--- src/rtl/lcd_tg_pkg.sv ---
package lcd_tg_pkg;

    localparam int PRE_W   = 6;
    localparam int LINE_W  = 6;
    localparam int BUF_W   = 13;
    localparam int AC_W    = 5;
    localparam int QW_SH   = 7;
    localparam int LINE_SH = 4;
    localparam int MIN_BUF = 3;

    localparam int CFG_W = 2 + AC_W + PRE_W + LINE_W + BUF_W;
    localparam int DIV_W = PRE_W + 2;
    localparam int LPX_W = LINE_W + LINE_SH;
    localparam int FRM_W = BUF_W + QW_SH;
    localparam int QPX_W = QW_SH;

    typedef struct packed {
        logic              deep_px;
        logic              gray_on;
        logic [AC_W-1:0]   ac_div;
        logic [PRE_W-1:0]  pix_div;
        logic [LINE_W-1:0] line_units;
        logic [BUF_W-1:0]  buf_units;
    } lcd_cfg_t;

    typedef enum logic [1:0] {
        DEPTH_1 = 2'd0,
        DEPTH_2 = 2'd1,
        DEPTH_4 = 2'd2
    } depth_sh_e;

    typedef enum logic {
        PH_LOW  = 1'b0,
        PH_HIGH = 1'b1
    } pix_phase_e;

    function automatic depth_sh_e depth_of(lcd_cfg_t c);
        if (!c.gray_on)      return DEPTH_1;
        else if (!c.deep_px) return DEPTH_2;
        else                 return DEPTH_4;
    endfunction

    function automatic logic cfg_ok(lcd_cfg_t c);
        return (c.pix_div != '0) && (c.line_units != '0) &&
               (c.buf_units >= BUF_W'(MIN_BUF));
    endfunction

    function automatic logic [LPX_W-1:0] line_last_of(lcd_cfg_t c);
        logic [LPX_W:0] n;
        n = ((LPX_W+1)'(c.line_units) + (LPX_W+1)'(1)) << LINE_SH;
        return LPX_W'(n - (LPX_W+1)'(1));
    endfunction

    function automatic logic [FRM_W-1:0] frame_last_of(lcd_cfg_t c);
        logic [FRM_W:0] n;
        n = ((FRM_W+1)'(c.buf_units) + (FRM_W+1)'(1)) << QW_SH;
        n = n >> int'(depth_of(c));
        return FRM_W'(n - (FRM_W+1)'(1));
    endfunction

    function automatic logic [QPX_W-1:0] quad_last_of(lcd_cfg_t c);
        logic [QPX_W:0] n;
        n = (QPX_W+1)'(1) << QW_SH;
        n = n >> int'(depth_of(c));
        return QPX_W'(n - (QPX_W+1)'(1));
    endfunction

endpackage

--- src/rtl/lcd_pix_div.sv ---
module lcd_pix_div
    import lcd_tg_pkg::*;
#(
    parameter int PW = PRE_W
) (
    input  logic          clk,
    input  logic          rst,
    input  logic          clr,
    input  logic [PW-1:0] pre,
    input  logic          line_end,
    output logic          pix_clk,
    output logic          line_pulse,
    output logic          pix_evt,
    output logic          line_evt
);
    localparam int DW = PW + 2;

    pix_phase_e    ph_q;
    logic [DW-1:0] cnt_q;
    logic          stretch_q;
    logic          cl1_q;
    logic [DW-1:0] cl1_cnt_q;

    logic [DW-1:0] per, hi_len, lo_len, lo_cur;
    logic          lo_done, hi_done;

    always_comb begin
        per     = DW'(pre) + DW'(1);
        hi_len  = per >> 1;
        lo_len  = per - hi_len;
        lo_cur  = stretch_q ? (lo_len << 1) : lo_len;
        lo_done = (ph_q == PH_LOW)  && (cnt_q == lo_cur - DW'(1));
        hi_done = (ph_q == PH_HIGH) && (cnt_q == hi_len - DW'(1));
    end

    assign pix_evt    = !clr && lo_done;
    assign line_evt   = !clr && hi_done && line_end;
    assign pix_clk    = (ph_q == PH_HIGH);
    assign line_pulse = cl1_q;

    always_ff @(posedge clk) begin
        if (rst || clr) begin
            ph_q      <= PH_LOW;
            cnt_q     <= '0;
            stretch_q <= 1'b0;
        end else if (ph_q == PH_LOW) begin
            if (lo_done) begin
                ph_q  <= PH_HIGH;
                cnt_q <= '0;
            end else begin
                cnt_q <= cnt_q + DW'(1);
            end
        end else begin
            if (hi_done) begin
                ph_q      <= PH_LOW;
                cnt_q     <= '0;
                stretch_q <= line_end;
            end else begin
                cnt_q <= cnt_q + DW'(1);
            end
        end
    end

    always_ff @(posedge clk) begin
        if (rst || clr) begin
            cl1_q     <= 1'b0;
            cl1_cnt_q <= '0;
        end else if (line_evt) begin
            cl1_q     <= 1'b1;
            cl1_cnt_q <= '0;
        end else if (cl1_q) begin
            if (cl1_cnt_q == per - DW'(1)) cl1_q <= 1'b0;
            else                           cl1_cnt_q <= cl1_cnt_q + DW'(1);
        end
    end

    AST_CL1_IN_LOW: assert property (@(posedge clk) disable iff (rst)
        line_pulse |-> !pix_clk);
    AST_CL1_ON_FALL: assert property (@(posedge clk) disable iff (rst)
        $rose(line_pulse) |-> $fell(pix_clk));

endmodule

--- src/rtl/lcd_raster_cnt.sv ---
module lcd_raster_cnt
    import lcd_tg_pkg::*;
#(
    parameter int LW = LPX_W,
    parameter int FW = FRM_W,
    parameter int QW = QPX_W
) (
    input  logic          clk,
    input  logic          rst,
    input  logic          clr,
    input  logic          pix_evt,
    input  logic [LW-1:0] line_last,
    input  logic [FW-1:0] frame_last,
    input  logic [QW-1:0] quad_last,
    output logic          line_end,
    output logic          frame_end,
    output logic          fetch_req
);
    logic [LW-1:0] px_q;
    logic [FW-1:0] fp_q;
    logic [QW-1:0] qc_q;
    logic          line_end_q, frame_end_q, fetch_q;

    logic f_last, l_last, q_last;

    always_comb begin
        f_last = (fp_q == frame_last);
        l_last = (px_q == line_last) || f_last;
        q_last = (qc_q == quad_last) || f_last;
    end

    always_ff @(posedge clk) begin
        if (rst || clr) begin
            px_q        <= '0;
            fp_q        <= '0;
            qc_q        <= '0;
            line_end_q  <= 1'b0;
            frame_end_q <= 1'b0;
            fetch_q     <= 1'b0;
        end else if (pix_evt) begin
            px_q        <= l_last ? '0 : px_q + LW'(1);
            fp_q        <= f_last ? '0 : fp_q + FW'(1);
            qc_q        <= q_last ? '0 : qc_q + QW'(1);
            line_end_q  <= l_last;
            frame_end_q <= f_last;
            fetch_q     <= q_last;
        end else begin
            fetch_q <= 1'b0;
        end
    end

    assign line_end  = line_end_q;
    assign frame_end = frame_end_q;
    assign fetch_req = fetch_q;

    AST_FETCH_SINGLE: assert property (@(posedge clk) disable iff (rst)
        fetch_req |=> !fetch_req);
    AST_FRAME_ENDS_LINE: assert property (@(posedge clk) disable iff (rst)
        frame_end |-> line_end);

endmodule

--- src/rtl/lcd_frame_ctl.sv ---
module lcd_frame_ctl
    import lcd_tg_pkg::*;
#(
    parameter int AW = AC_W
) (
    input  logic          clk,
    input  logic          rst,
    input  logic          clr,
    input  logic          load,
    input  logic          legal,
    input  logic          line_evt,
    input  logic          frame_end,
    input  logic [AW-1:0] ac_div,
    output logic          frame_mark,
    output logic          ac_bias
);
    logic          flm_q, ac_q;
    logic [AW-1:0] acc_q;

    always_ff @(posedge clk) begin
        if (rst) begin
            flm_q <= 1'b0;
            ac_q  <= 1'b0;
            acc_q <= '0;
        end else if (load) begin
            flm_q <= legal;
            ac_q  <= 1'b0;
            acc_q <= '0;
        end else if (clr) begin
            flm_q <= 1'b0;
            ac_q  <= 1'b0;
            acc_q <= '0;
        end else if (line_evt) begin
            flm_q <= frame_end;
            if (acc_q == ac_div) begin
                acc_q <= '0;
                ac_q  <= ~ac_q;
            end else begin
                acc_q <= acc_q + AW'(1);
            end
        end
    end

    assign frame_mark = flm_q;
    assign ac_bias    = ac_q;

    AST_AC_ON_LINE: assert property (@(posedge clk) disable iff (rst)
        (!line_evt && !load && !clr) |=> $stable(ac_bias));
    AST_FLM_ON_LINE: assert property (@(posedge clk) disable iff (rst)
        (!line_evt && !load && !clr) |=> $stable(frame_mark));

endmodule

--- src/rtl/lcd_timing_gen.sv ---
module lcd_timing_gen
    import lcd_tg_pkg::*;
(
    input  logic             clk,
    input  logic             rst,
    input  logic             enable,
    input  logic [CFG_W-1:0] cfg_word,
    output logic             pix_clk,
    output logic             line_pulse,
    output logic             frame_mark,
    output logic             ac_bias,
    output logic             fetch_req
);
    lcd_cfg_t cfg_q;
    logic     run_q, ok_q;
    logic     load, clr;

    logic [LPX_W-1:0] line_last;
    logic [FRM_W-1:0] frame_last;
    logic [QPX_W-1:0] quad_last;

    logic pix_evt, line_evt, line_end, frame_end;

    always_ff @(posedge clk) begin
        if (rst) begin
            run_q <= 1'b0;
            ok_q  <= 1'b0;
            cfg_q <= '0;
        end else if (!enable) begin
            run_q <= 1'b0;
        end else if (!run_q) begin
            run_q <= 1'b1;
            cfg_q <= lcd_cfg_t'(cfg_word);
            ok_q  <= cfg_ok(lcd_cfg_t'(cfg_word));
        end
    end

    assign load = enable && !run_q;
    assign clr  = !(enable && run_q && ok_q);

    always_comb begin
        line_last  = line_last_of(cfg_q);
        frame_last = frame_last_of(cfg_q);
        quad_last  = quad_last_of(cfg_q);
    end

    lcd_pix_div #(.PW(PRE_W)) u_div (
        .clk        (clk),
        .rst        (rst),
        .clr        (clr),
        .pre        (cfg_q.pix_div),
        .line_end   (line_end),
        .pix_clk    (pix_clk),
        .line_pulse (line_pulse),
        .pix_evt    (pix_evt),
        .line_evt   (line_evt)
    );

    lcd_raster_cnt #(.LW(LPX_W), .FW(FRM_W), .QW(QPX_W)) u_raster (
        .clk        (clk),
        .rst        (rst),
        .clr        (clr),
        .pix_evt    (pix_evt),
        .line_last  (line_last),
        .frame_last (frame_last),
        .quad_last  (quad_last),
        .line_end   (line_end),
        .frame_end  (frame_end),
        .fetch_req  (fetch_req)
    );

    lcd_frame_ctl #(.AW(AC_W)) u_frame (
        .clk        (clk),
        .rst        (rst),
        .clr        (clr),
        .load       (load),
        .legal      (cfg_ok(lcd_cfg_t'(cfg_word))),
        .line_evt   (line_evt),
        .frame_end  (frame_end),
        .ac_div     (cfg_q.ac_div),
        .frame_mark (frame_mark),
        .ac_bias    (ac_bias)
    );

    AST_QUIET_IDLE: assert property (@(posedge clk) disable iff (rst)
        !run_q |-> !(pix_clk || line_pulse || frame_mark || ac_bias || fetch_req));
    AST_QUIET_ILLEGAL: assert property (@(posedge clk) disable iff (rst)
        (run_q && !ok_q) |-> !(pix_clk || line_pulse || frame_mark || ac_bias || fetch_req));
    AST_CFG_FROZEN: assert property (@(posedge clk) disable iff (rst)
        (run_q && $past(run_q)) |-> $stable(cfg_q));
    AST_FETCH_ON_RISE: assert property (@(posedge clk) disable iff (rst)
        fetch_req |-> (pix_clk && !$past(pix_clk)));

endmodule

--- config.mk ---
export PLATFORM = sky130hd
export DESIGN_NAME = lcd_timing_gen
export DESIGN_NICKNAME = d
export VERILOG_FILES = /design/src/rtl/lcd_tg_pkg.sv /design/src/rtl/lcd_pix_div.sv /design/src/rtl/lcd_raster_cnt.sv /design/src/rtl/lcd_frame_ctl.sv /design/src/rtl/lcd_timing_gen.sv
export SDC_FILE = /design/constraint.sdc
export NUM_CORES = 1
export LEC_CHECK = 0
export ABC_AREA = 0
export BUFFER_PORTS_ARGS = -buffer_cell sky130_fd_sc_hd__buf_4
export CAP_MARGIN = 20
export CORE_MARGIN = 3
export CORE_UTILIZATION = 58
export CTS_BUF_LIST = sky130_fd_sc_hd__clkbuf_4 sky130_fd_sc_hd__clkbuf_8
export CTS_CLUSTER_SIZE = 10
export DETAILED_ROUTE_END_ITERATION = 8
export PLACE_DENSITY = 0.79
export SYNTH_ARGS = -nofsm -noshare
export SYNTH_HDL_FRONTEND = slang
export SYNTH_SLANG_ARGS = --single-unit
--- constraint.sdc ---
create_clock -name clk -period 4.1 [get_ports clk]
set_input_delay 0.82 -clock clk [delete_from_list [all_inputs] [get_ports clk]]
set_output_delay 0.82 -clock clk [all_outputs]
set_load 0.05 [all_outputs]
# After elaboration in Yosys (flattened, before gate mapping)
# Cells that the tools add are included.
[op_classes]
n_addsub = 16
order_cmp = 1
n_eq_ne = 8
shift = 2
mux = 20
bitwise_logic = 6
reduce_logical = 24
[ops]
columns = ["op", "count"]
rows = [
  ["$mux 8", 4],
  ["$eq 8x8->1", 3],
  ["$shr 21x2->20", 1],
  ["$add 20x1->20 const B", 1],
  ["$eq 20x20->1", 1],
  ["$mux 20", 1],
  ["$sub 20x1->20 const B", 1],
  ["$add 8x1->8 const B", 2],
  ["$sub 8x1->8 const B", 2],
  ["$add 13x1->14 const B", 1],
  ["$ge 13x2->1 const B", 1],
  ["$reduce_bool 6->1", 2],
  ["$add 10x1->10 const B", 1],
  ["$eq 10x10->1", 1],
  ["$logic_and 1x1->1", 10],
  ["$mux 1", 10],
  ["$mux 10", 1],
  ["$sub 10x1->10 const B", 1],
  ["$reduce_and 2->1", 4],
  ["$shr 8x2->7 const A", 1],
  ["$sub 7x1->8 const B", 1],
  ["$sub 8x7->8", 1],
  ["$add 6x1->7 const B", 1],
  ["$add 7x1->7 const B", 1],
  ["14 further kinds", 24],
]
[word_totals]
reg_bits = 100
input_bits = 35
out_inout_bits = 5
elab_cells = 99

# Depth between registers and ports, before layout
[logic_depth]
depth_word = 9
mapped_depth = 18
depth_no_buf = 15

# By module
# A second synthesis with hierarchy kept.
[hier_totals]
hier_cells = 940
area_unflattened_um2 = 7470.9
[modules_own_cells]
columns = ["module", "instances", "cells_per_inst", "area_each_um2", "seq_area_each_um2"]
rows = [
  ["lcd_timing_gen", 1, 359, 2572.5, 680.7],
  ["lcd_pix_div", 1, 310, 2403.6, 380.4],
  ["lcd_raster_cnt", 1, 233, 2150.8, 800.8],
  ["lcd_frame_ctl", 1, 38, 344.1, 140.1],
]

# Worst setup path after synthesis
# Ideal clock, no wire load.
[synth_timing]
path_type = "register to register"
from = "reg cfg_q[20] in the netlist's numbering"
to = "reg u_raster.px_q[6]"
setup_time_ps = 70
arrival_time_ps = 4154
required_time_ps = 4030
path_slack_ps = -124
path_stages_with_launch = 18
n_path_buf = 3
period_less_slack_ps = 4224
path_cell_list = "dfxtp_1 > buf_2 > inv_1 > ha_1 > clkbuf_1 > buf_1 > xnor2_1 > ha_1 > a21oi_2 > xor2_1 > and2_1 > nand3_1 > xnor2_1 > a311o_1 > a211oi_4 > nand4_4 > or4_1 > a21oi_1"
[synth_via]
elab_chain_len = 7
[synth_lines]
columns = ["element", "line_no", "rtl"]
rows = [
  ["start, declared", "lcd_timing_gen.sv:14", "lcd_cfg_t cfg_q;"],
  ["start signal, assigned", "lcd_timing_gen.sv:33", "cfg_q <= lcd_cfg_t'(cfg_word);"],
  ["$add 6x1->7", "lcd_pix_div.sv:28", "per = DW'(pre) + DW'(1);"],
  ["$sub 8x7->8", "lcd_pix_div.sv:30", "lo_len = per - hi_len;"],
  ["$mux 8", "lcd_pix_div.sv:31", "lo_cur = stretch_q ? (lo_len << 1) : lo_len;"],
  ["$sub 8x1->8", "lcd_pix_div.sv:32", "lo_done = (ph_q == PH_LOW) && (cnt_q == lo_cur - DW'(1));"],
  ["$eq 8x8->1", "lcd_pix_div.sv:32", ""],
  ["$logic_and 1x1->1", "lcd_pix_div.sv:32", ""],
  ["$logic_and 1x1->1", "lcd_pix_div.sv:36", "assign pix_evt = !clr && lo_done;"],
  ["end signal, assigned", "lcd_raster_cnt.sv:41", "px_q <= l_last ? '0 : px_q + LW'(1);"],
  ["end, declared", "lcd_raster_cnt.sv:19", "logic [LW-1:0] px_q;"],
]
# No other way between the ends.
# A chain may end at the register's enable or synchronous reset.

# Worst setup path after layout
[layout_timing]
from = "reg cfg_q[23] in the netlist's numbering"
to = "reg u_raster.px_q[9]"
# Same word-level chain as after synthesis.

==> metrics.txt <==
run status completed; Finished Layout Cells 1203; Yosys cell types 98; Hold Crit Start cfg_q[27]; setup TNS 0 ns; largest family of logic cells by synthesized area simple AND/OR/NAND/NOR gates; peak supply drop 310 µV; Die Y 118 µm; Synth Area in Simple Gates 0.304; Worst-Margin Slew 0.574 ns; cells on worst reg2reg path 14; CTS Root Cell clkbuf_8; Final Skew 0.0228 ns; global-route wire length before repair 30.8 mm; Post-Synth Adder-Cell Area 0.0273; final slew viol count 0; Yosys reg bits 100; Final Cell Area 8600 µm²; worst endpoint data arrival time 4.36 ns; sequential-to-total area share from yosys stat 0.273; Worst setup startpoint cfg_q[23]; nature of the critical path startpoint flip-flop; critical path type flip-flop to flip-flop; Port Buf Inserts 39; pwr/cell area 269 nW/µm²; routed length per placed instance 15.6 µm; average cell area after synthesis 7.76 µm²; Placed Cells incl. Taps 1167; CTS tree done; drc violations 0; drt via density 6.08; HPWL reported at the end of detailed placement 13.7 mm; First-pass DRT Iterations 5; # H-tree levels 3; total track usage 0.260; Hold Vio Cnt, Final 0; clock latency on the worst-skew pair 0.41 ns; endpoints failing setup 0; Slew HR 0.615; reg-to-reg slack, setup 0.08 ns; starting DRC count in detailed routing 635; share of layout cells above drive strength 1 0.184; Num CTS Buffers 9; Area Overhead vs Synth 17.3%; Post-Synth XOR/XNOR Area 0.130; Max Root-Sink Buffers 2; cell area after synthesis 7340 µm²; largest net degree at the start of global routing 41; cells after synthesis 946; Lkg Pwr 3.11 nW; Detailed Route WL 18.8 mm; nets 1081; Core Region 12200 µm²; MaxCap Viol Count 0; die width 118 µm; Max Freq 248 MHz; CP Capture Type flip-flop; Post-synth top cells nand2_1 (116), dfxtp_1 (100), a21oi_1 (82), nor2_1 (55), xnor2_1 (51); Synth Area in Compound Gates 0.211; antenna violations before repair 0; boundary pin count 40; cell row count 40; Final GP Congestion 0.971; Synth area leaders dfxtp_1 (27%), xnor2_1 (6.1%), nand2_1 (5.9%); Hold Crit Class flip-flop to flip-flop; Main synth FF type dfxtp_1; post-synthesis mux area share 0.0124; Setup WS post-layout 0.0758 ns; post-synth top area share 0.273; Crit path required time 4.44 ns; DR vias 7320; R2R Path Start cfg_q[23]; top-count cell post-synth nand2_1; Starting Density 0.601; yosys warns 0; min Tclk post-route 4.02 ns; clock sinks 100; CP Max Fanout 6; top cell type by total area after synthesis dfxtp_1; Worst R2R End u_raster.px_q[9]; Die ar. 14000 µm²; fraction of registers with async set or reset after synthesis 0; count of flip-flops with a built-in enable after synthesis 0; Clk pin slew, worst setup/hold paths 0.13 ns; syn_nets 997; Critical Path End u_raster.px_q[9]; vias in the first global route 6351; ant diodes 0; total grt overflow 0; antenna violation net count after detailed routing 0; DP Worst Slack 0.0503 ns; fin crit share 0.982; Post-DP Area 8100 µm²
[worst min-delay path by stage]
stage / slack, ns / end / cells past startpoint
2_1_floorplan: 0.43 / u_raster.frame_end / 2
3_3_place_gp: 0.45 / u_raster.px_q[3] / 2
3_5_place_dp: 0.45 / u_raster.frame_end / 2
4_1_cts: 0.47 / u_raster.px_q[3] / 2
5_1_grt: 0.49 / u_raster.px_q[3] / 2
6_report: 0.48 / cfg_q[27] / 2
[sequential cells by signal, indices dropped and copies added (netlist names), 5 cells and up]
signal / flops
cfg_q: 32
u_raster.fp_q: 20
u_raster.px_q: 10
u_div.cl1_cnt_q: 8
u_div.cnt_q: 8
u_raster.qc_q: 7
u_frame.acc_q: 5
[per-stage QoR]
step / utilization / hold WS (ns) / total power [W]
floorplan: - / 0.429 / 0.00144
global placement: 0.663 / 0.448 / 0.00158
detailed placement: 0.663 / 0.450 / 0.00159
CTS: 0.682 / 0.469 / 0.00225
global route: 0.705 / 0.490 / 0.00243
finish: 0.705 / 0.481 / 0.00232
[layer usage]
layer	GRT usage	wire [µm]	share of wire
met1	0.388	8990	0.48
met2	0.384	8360	0.44
met4	0.0623	337	0.018
met5	0	0	0
met3	0.0498	1100	0.058
[area by class of cell]
type | instances | area (µm²)
Clock inverter | 7 | 101
Tap cell | 168 | 210
Sequential cell | 100 | 2010
Clock buffer | 9 | 124
Inverter | 28 | 106
Fill cell | 988 | 3610
Multi-Input combinational cell | 773 | 5120
Timing Repair Buffer | 118 | 933
[kinds of logic (layout without fill, tap and decap cells)]
| logic type | count (synthesis) | in the layout |
|---|---|---|
| and+or+nand+nor | 419 | 420 |
| buffers and inverters | 74 | 162 |
| xor gates and xnor gates | 99 | 99 |
| AOI/OAI and AO/OA | 228 | 228 |
| muxes | 9 | 9 |
| adders and majority gates | 16 | 16 |
| other | 1 | 1 |
| DFF | 100 | 100 |
[power by group]
group / switching [W] / internal (W) / leakage, nW
Clock: 0.000427 / 0.000251 / 0.109
Sequential: 0.0000269 / 0.000991 / 0.813
Combinational: 0.000338 / 0.000282 / 2.19
[critical path, stage by stage (launching register included)]
cell      delay, ns
dfxtp_4        0.39
and4_4         0.26
nor3b_4        0.28
nor2_4         0.06
ha_1           0.33
a221oi_2       0.25
nor4b_4        0.26
a211oi_2       0.09
xnor2_2        0.18
or3_1          0.43
a31o_4         0.29
a221oi_4       0.35
nand4_1        0.26
or3_1          0.36
a21oi_1        0.16
[cell usage in the layout, fill, tap and decap left out, types with 8 or more instances in the layout]
cell	synthesis	routed
nand2_1	116	114
buf_4	3	112
dfxtp_1	100	96
a21oi_1	82	82
nor2_1	55	55
xnor2_1	51	51
nand3_1	50	49
xor2_1	41	40
o21ai_0	39	39
or3_1	33	33
nor3_1	26	26
nand4_1	26	26
inv_1	25	25
and3_1	21	21
ha_1	16	15
and2_1	15	13
nor4_1	12	12
o31ai_1	12	12
or4_1	11	11
nand2b_1	9	9
clkbuf_8	0	9
mux2i_1	8	8
o211ai_1	8	8
[timing repair]
action / 4_1_cts / 5_1_grt
pin swaps: 4 / 8
hold buffers: 0 / 0
cloned: 0 / 1
gates resized for setup: 1 / 23
setup endpoints to repair: 3 / 46
setup buffers: 0 / 18
Note: power is estimated with default switching activity, not from simulation.
